`config.mk`:
```
export PLATFORM = sky130hd
export DESIGN_NAME = uart_push_tx
export DESIGN_NICKNAME = d
export VERILOG_FILES = /design/src/rtl/uart_push_tx_pkg.sv /design/src/rtl/uart_push_tx_ctrl.sv /design/src/rtl/uart_push_tx_dp.sv /design/src/rtl/uart_push_tx.sv
export SDC_FILE = /design/constraint.sdc
export NUM_CORES = 1
export LEC_CHECK = 0
export BUFFER_PORTS_ARGS = -buffer_cell sky130_fd_sc_hd__buf_2
export CAP_MARGIN = 10
export CORE_MARGIN = 5
export CORE_UTILIZATION = 65
export CTS_BUF_LIST = sky130_fd_sc_hd__clkbuf_4
export DETAILED_ROUTE_END_ITERATION = 16
export MAX_ROUTING_LAYER = met4
export PLACE_DENSITY_LB_ADDON = 0.05
export SLEW_MARGIN = 20
export SYNTH_ARGS = -nofsm -noshare
export SYNTH_HDL_FRONTEND = slang
export SYNTH_SLANG_ARGS = --single-unit
```
`constraint.sdc`:
```
create_clock -name clk -period 7.5 [get_ports clk]
set_input_delay 1.125 -clock clk [delete_from_list [all_inputs] [get_ports clk]]
set_output_delay 1.125 -clock clk [all_outputs]
set_load 0.02 [all_outputs]
```
`src/rtl/uart_push_tx_pkg.sv`:
```
package uart_push_tx_pkg;
  localparam int WORD_W   = 32;
  localparam int BYTES    = WORD_W / 8;
  localparam int SEL_W    = $clog2(BYTES);
  localparam logic [2:0] ADDR_FLUSH = 3'd4;
  localparam logic [2:0] ADDR_RATE  = 3'd5;

  typedef struct packed {
    logic             push;
    logic [SEL_W-1:0] pushLenM1;
    logic             rateLoad;
    logic             startFrame;
    logic [SEL_W-1:0] byteSel;
    logic             shiftOut;
    logic             stopBit;
    logic             abort;
  } txStrobes_t;
endpackage

```
`src/rtl/uart_push_tx_ctrl.sv`:
```
module uart_push_tx_ctrl
  import uart_push_tx_pkg::*;
#(
  parameter int DEPTH = 16,
  localparam int PTR_W = $clog2(DEPTH),
  localparam int CNT_W = $clog2(DEPTH + 1)
) (
  input  logic                 clk,
  input  logic                 rst_n,
  input  logic                 wrEn,
  input  logic [2:0]           wrAddr,
  input  logic                 bitTick,
  input  logic [SEL_W-1:0]     headLenM1,
  output txStrobes_t           strobes,
  output logic [PTR_W-1:0]     wrPtr,
  output logic [PTR_W-1:0]     rdPtr,
  output logic [CNT_W-1:0]     slotCount
);
  typedef enum logic [1:0] {ST_IDLE, ST_START, ST_DATA, ST_STOP} txState_t;

  txState_t         state;
  logic [2:0]       bitCnt;
  logic [SEL_W-1:0] byteIdx;
  logic             pushReq, flushReq, rateReq, isFull, isEmpty, pushOk, popNow;

  assign pushReq  = wrEn && (wrAddr[2] == 1'b0);
  assign flushReq = wrEn && (wrAddr == ADDR_FLUSH);
  assign rateReq  = wrEn && (wrAddr == ADDR_RATE);
  assign isFull   = (slotCount == CNT_W'(DEPTH));
  assign isEmpty  = (slotCount == '0);
  assign pushOk   = pushReq && !isFull;

  always_comb begin
    strobes            = '0;
    strobes.push       = pushOk && !flushReq;
    strobes.pushLenM1  = wrAddr[SEL_W-1:0];
    strobes.rateLoad   = rateReq;
    strobes.abort      = flushReq;
    strobes.byteSel    = byteIdx;
    popNow             = 1'b0;
    if (!flushReq && bitTick) begin
      unique case (state)
        ST_IDLE:  if (!isEmpty) strobes.startFrame = 1'b1;
        ST_START: strobes.shiftOut = 1'b1;
        ST_DATA:  if (bitCnt == 3'd7) strobes.stopBit = 1'b1;
                  else strobes.shiftOut = 1'b1;
        ST_STOP:  if (byteIdx != headLenM1) begin
                    strobes.startFrame = 1'b1;
                    strobes.byteSel    = byteIdx + 1'b1;
                  end else begin
                    popNow = 1'b1;
                  end
        default: ;
      endcase
    end
  end

  function automatic logic [PTR_W-1:0] nextPtr(input logic [PTR_W-1:0] p);
    return (p == PTR_W'(DEPTH - 1)) ? '0 : p + 1'b1;
  endfunction

  always_ff @(posedge clk) begin
    if (!rst_n) begin
      state     <= ST_IDLE;
      bitCnt    <= '0;
      byteIdx   <= '0;
      wrPtr     <= '0;
      rdPtr     <= '0;
      slotCount <= '0;
    end else if (flushReq) begin
      state     <= ST_IDLE;
      bitCnt    <= '0;
      byteIdx   <= '0;
      wrPtr     <= '0;
      rdPtr     <= '0;
      slotCount <= '0;
    end else begin
      if (pushOk) wrPtr <= nextPtr(wrPtr);
      if (popNow) rdPtr <= nextPtr(rdPtr);
      slotCount <= slotCount + CNT_W'(pushOk) - CNT_W'(popNow);
      if (bitTick) begin
        unique case (state)
          ST_IDLE:  if (!isEmpty) state <= ST_START;
          ST_START: begin state <= ST_DATA; bitCnt <= '0; end
          ST_DATA:  if (bitCnt == 3'd7) state <= ST_STOP;
                    else bitCnt <= bitCnt + 1'b1;
          ST_STOP:  if (byteIdx != headLenM1) begin
                      byteIdx <= byteIdx + 1'b1;
                      state   <= ST_START;
                    end else begin
                      byteIdx <= '0;
                      state   <= ST_IDLE;
                    end
          default: state <= ST_IDLE;
        endcase
      end
    end
  end


  count_bound_chk: assert property (@(posedge clk) disable iff (!rst_n)
    slotCount <= CNT_W'(DEPTH));

  flush_empty_chk: assert property (@(posedge clk) disable iff (!rst_n)
    flushReq |=> (slotCount == '0) && (state == ST_IDLE));

  full_drop_chk: assert property (@(posedge clk) disable iff (!rst_n)
    (pushReq && isFull && !popNow) |=> $stable(slotCount) && $stable(wrPtr));

  pop_nonempty_chk: assert property (@(posedge clk) disable iff (!rst_n)
    popNow |-> !isEmpty && (state == ST_STOP));

  start_tick_chk: assert property (@(posedge clk) disable iff (!rst_n)
    (state == ST_IDLE && !bitTick && !flushReq) |=> state == ST_IDLE);
endmodule

```
`src/rtl/uart_push_tx_dp.sv`:
```
module uart_push_tx_dp
  import uart_push_tx_pkg::*;
#(
  parameter int DEPTH = 16,
  parameter int RATE_W = 16,
  parameter logic [RATE_W-1:0] RESET_RATE = 16'h1000,
  localparam int PTR_W = $clog2(DEPTH)
) (
  input  logic               clk,
  input  logic               rst_n,
  input  txStrobes_t         strobes,
  input  logic [PTR_W-1:0]   wrPtr,
  input  logic [PTR_W-1:0]   rdPtr,
  input  logic [WORD_W-1:0]  wrData,
  output logic [SEL_W-1:0]   headLenM1,
  output logic               bitTick,
  output logic               txLine
);
  logic [WORD_W-1:0] memData [DEPTH];
  logic [SEL_W-1:0]  memLen  [DEPTH];
  logic [RATE_W-1:0] rateReg, acc;
  logic [RATE_W:0]   accSum;
  logic [7:0]        shiftReg, nextByte;
  logic [WORD_W-1:0] headWord;

  always_ff @(posedge clk) begin
    if (strobes.push) begin
      memData[wrPtr] <= wrData;
      memLen[wrPtr]  <= strobes.pushLenM1;
    end
  end

  assign headWord  = memData[rdPtr];
  assign headLenM1 = memLen[rdPtr];
  assign nextByte  = headWord[8*strobes.byteSel +: 8];
  assign accSum    = {1'b0, acc} + {1'b0, rateReg};

  always_ff @(posedge clk) begin
    if (!rst_n) begin
      rateReg <= RESET_RATE;
      acc     <= '0;
      bitTick <= 1'b0;
    end else begin
      acc     <= accSum[RATE_W-1:0];
      bitTick <= accSum[RATE_W];
      if (strobes.rateLoad) rateReg <= wrData[RATE_W-1:0];
    end
  end

  always_ff @(posedge clk) begin
    if (!rst_n) begin
      shiftReg <= '0;
      txLine   <= 1'b1;
    end else if (strobes.abort) begin
      txLine <= 1'b1;
    end else if (strobes.startFrame) begin
      shiftReg <= nextByte;
      txLine   <= 1'b0;
    end else if (strobes.shiftOut) begin
      txLine   <= shiftReg[0];
      shiftReg <= {1'b0, shiftReg[7:1]};
    end else if (strobes.stopBit) begin
      txLine <= 1'b1;
    end
  end


  start_low_chk: assert property (@(posedge clk) disable iff (!rst_n)
    strobes.startFrame |=> !txLine);

  stop_high_chk: assert property (@(posedge clk) disable iff (!rst_n)
    strobes.stopBit |=> txLine);

  abort_idle_chk: assert property (@(posedge clk) disable iff (!rst_n)
    strobes.abort |=> txLine);

  zero_rate_chk: assert property (@(posedge clk) disable iff (!rst_n)
    (rateReg == '0 && acc == '0 && !strobes.rateLoad) |=> !bitTick);
endmodule

```
`src/rtl/uart_push_tx.sv`:
```
module uart_push_tx
  import uart_push_tx_pkg::*;
#(
  parameter int DEPTH = 16,
  parameter int RATE_W = 16,
  parameter logic [RATE_W-1:0] RESET_RATE = 16'h1000
) (
  input  logic                       clk,
  input  logic                       rst_n,
  input  logic                       wrEn,
  input  logic [2:0]                 wrAddr,
  input  logic [31:0]                wrData,
  output logic [$clog2(DEPTH+1)-1:0] slotCount,
  output logic                       txLine
);
  localparam int PTR_W = $clog2(DEPTH);

  txStrobes_t       strobes;
  logic [PTR_W-1:0] wrPtr, rdPtr;
  logic [SEL_W-1:0] headLenM1;
  logic             bitTick;

  uart_push_tx_ctrl #(.DEPTH(DEPTH)) ctrl_i (
    .clk(clk), .rst_n(rst_n), .wrEn(wrEn), .wrAddr(wrAddr),
    .bitTick(bitTick), .headLenM1(headLenM1), .strobes(strobes),
    .wrPtr(wrPtr), .rdPtr(rdPtr), .slotCount(slotCount)
  );

  uart_push_tx_dp #(.DEPTH(DEPTH), .RATE_W(RATE_W), .RESET_RATE(RESET_RATE)) dp_i (
    .clk(clk), .rst_n(rst_n), .strobes(strobes), .wrPtr(wrPtr), .rdPtr(rdPtr),
    .wrData(wrData), .headLenM1(headLenM1), .bitTick(bitTick), .txLine(txLine)
  );
endmodule

```
==> results.ini <==
[pwr]
internal-power_mw=5.31
p_leak_nw=8.74
peakVddDrop_mv=0.165
p_comb_frac=0.035
power_density_nw_per_um2=249
switching_share=0.213
p_sw_mw=1.43
pwr-share-clk=0.408
seqPwrFrac=0.557

[synth]
synth_edf_count=544
synth_top_cell_by_area=edfxtp_1
synth-seq-cells=610
yosysMostFrequentCell=edfxtp_1
yosysSeqAreaShare=0.729
syn_inst=1205
yosys_warnings=0
yosysTopAreaCellShare=0.675
syn_area_per_cell_um2=20.1
synth_commonest_cells=544 x edfxtp_1, 164 x mux4_2, 66 x dfxtp_1, 58 x nand2_1, 40 x nor2_1
synth_fp_nets=1280
synth_async_sr_flop_share=0
synthFlopType=edfxtp_1
ys_top_cells_by_area=edfxtp_1 67%, mux4_2 15%, dfxtp_1 5.5%
syn_area_um2=24200
synth_cell_type_count=62

[global_route]
grt_pass1_wl_mm=78.8
track_usage=0.268
grt_pass1_vias=13000
antenna_found_initial=1
grt-ovfl-total=0
grt_max_degree=53

[worst_setup_path]
worst-path-max-fanout=21
critical_path_class=flop to flop
crit_required_ns=8.16
critPathArrivalTime_ns=4.85
worst_setup_path_start_kind=flop
worstSetupEndpointType=flop

[finish]
nets=1444
drive_gt1_frac=0.343
fillers=2168
area_growth_pct=11.6
stdcell_count=1954

[die]
die_h_um=203
start_util=0.660
dieArea_um2=41200
dieWidth_um=203
rows=70
core_um2=36700
io_pins=44

[status]
outcome=finished, final reports clean

[clock_network]
ctsRootBufferMaster=clkbuf_4
cts-htree-levels=4
cts_made_buffers=149
insertion_delay_ns=0.83
cts-resized-gates=0
cts_setup_buffers=0
cts_hold_buf=0
cts.path.max_buffers=3
clkTransAtPathRegs_ns=0.07
cts_tree=yes
cts_sinks=610

[place]
io_buffers=43
dp.cells=1686
routabilityCongestion=0.783
hpwl_mm=28.4

[route]
first_iter_violations=1231
drt_first_pass_iters=5
drc_errors=0
num_vias=12300
finalWirelength_mm=51.6
ant_nets=0
routedWlPerCell_um=26.4
viasPerCell=6.32

[timing]
period_share=0.558
min_period_ns=4.19
setup_viol=0
max_freq_ghz=0.239
hold_viol=0
skew_ns=0.0606
slew_headroom=0.340
tightest_slew_ns=0.990
drv_slew=0
rsz0062_at_grt=no
fin_setup_tns_ns=0

[hold_path]
hold_path_class=flop to flop

[flow_run]
maxCapViolations=0

[layer usage]
metal / GRT usage / wire (um) / vias up / part of all wire
li1: - / - / 5357 / -
met1: 0.368 / 20900 / 6388 / 0.41
met2: 0.420 / 25700 / 537 / 0.50
met3: 0.0549 / 4040 / 67 / 0.078
met4: 0.0766 / 924 / 0 / 0.018
met5: - / 0 / - / 0
[sequential cells by signal, summed over array words and instances (netlist names), named ones only]
signal / cells
ctrl_i.wrPtr: 4
ctrl_i.bitCnt: 3
dp_i.rateReg: 16
dp_i.memData: 512
dp_i.txLine: 1
dp_i.bitTick: 1
ctrl_i.state: 2
dp_i.memLen: 32
ctrl_i.rdPtr: 4
dp_i.shiftReg: 8
ctrl_i.slotCount: 5
dp_i.acc: 16
ctrl_i.byteIdx: 2
[path summary, 6_finish.rpt]
path | startpoint | depth (start not counted) | end | slack [ns]
worst max-delay path | flop | 12 | dp_i.shiftReg[3] | 3.31
worst min-delay path | dp_i.rateReg[11] | 2 | dp_i.rateReg[11] | 0.48
worst max register to register | flop | 12 | dp_i.shiftReg[3] | 3.31
worst min register to register | dp_i.rateReg[11] | 2 | dp_i.rateReg[11] | 0.48
[layout make-up]
class / count / area [um2] / share of cell area
Timing Repair Buffer: 68 / 403 / 0.0149
Inverter: 19 / 71.3 / 0.00264
Multi-Input combinational cell: 521 / 6340 / 0.235
Antenna cell: 1 / 2.50 / 0.0000926
Clock inverter: 46 / 294 / 0.0109
Tap cell: 468 / 586 / 0.0217
Clock buffer: 221 / 1660 / 0.0614
Sequential cell: 610 / 17700 / 0.654
[power by group through the flow]
| stage | Sequential, mW | Combinational, mW | Clock, mW |
|---|---|---|---|
| 3_5_place_dp | 3.83 | 0.239 | 0 |
| 3_3_place_gp | 3.82 | 0.235 | 0 |
| 2_1_floorplan | 3.83 | 0.117 | 0 |
| 6_report | 3.75 | 0.239 | 2.75 |
| 5_1_grt | 3.75 | 0.258 | 3.02 |
| 4_1_cts | 3.75 | 0.240 | 2.82 |
[logic make-up (layout without fill, tap and decap cells)]
family / Yosys count / count (layout) / share of synthesized area
flops: 610 / 610 / 0.729
mux: 196 / 196 / 0.168
simple gates: 174 / 174 / 0.0351
compound gates: 94 / 94 / 0.0276
buf+inv: 74 / 354 / 0.0136
fa+ha+maj: 37 / 37 / 0.0197
xor+xnor: 20 / 20 / 0.00723
other cells: 0 / 1 / 0
[through the flow]
| step | hold WS, ns | total power, mW | setup WS, ns | util | area (um2) |
|---|---|---|---|---|---|
| 3_3_place_gp | 0.460 | 4.06 | 3.47 | 0.683 | 25100 |
| 5_1_grt | 0.490 | 7.04 | 3.02 | 0.736 | 27000 |
| 2_1_floorplan | 0.444 | 3.95 | 2.52 | - | 24200 |
| 4_1_cts | 0.479 | 6.81 | 3.30 | 0.736 | 27000 |
| 6_report | 0.478 | 6.74 | 3.31 | 0.736 | 27000 |
| 3_5_place_dp | 0.470 | 4.07 | 3.32 | 0.683 | 25100 |
[critical path, cell delays in order (launching register included)]
cell and delay, ns:
dfxtp_4 0.64, mux4_1 0.62, mux2_2 0.29, o21a_1 0.21
xnor2_1 0.20, nand2_1 0.16, ha_1 0.32, nand2_1 0.06
o21ai_2 0.34, mux4_2 0.60, mux2_2 0.28, o21ai_0 0.19
o221ai_1 0.14
[layout by cell type, fill, tap and decap left out, types with 15 or more instances in the layout]
cell      instances
edfxtp_1        544
o21ai_0          18
mux4_2          164
ha_1             35
a21boi_0         15
clkbuf_4        221
buf_4            25
dfxtp_1          62
and2_1           15
nand3_1          15
clkinv_1         34
nor2_1           28
buf_2            43
inv_1            19
a21oi_1          21
nand2_1          58
mux2i_1          20
Power figures use the tool's default switching activity.
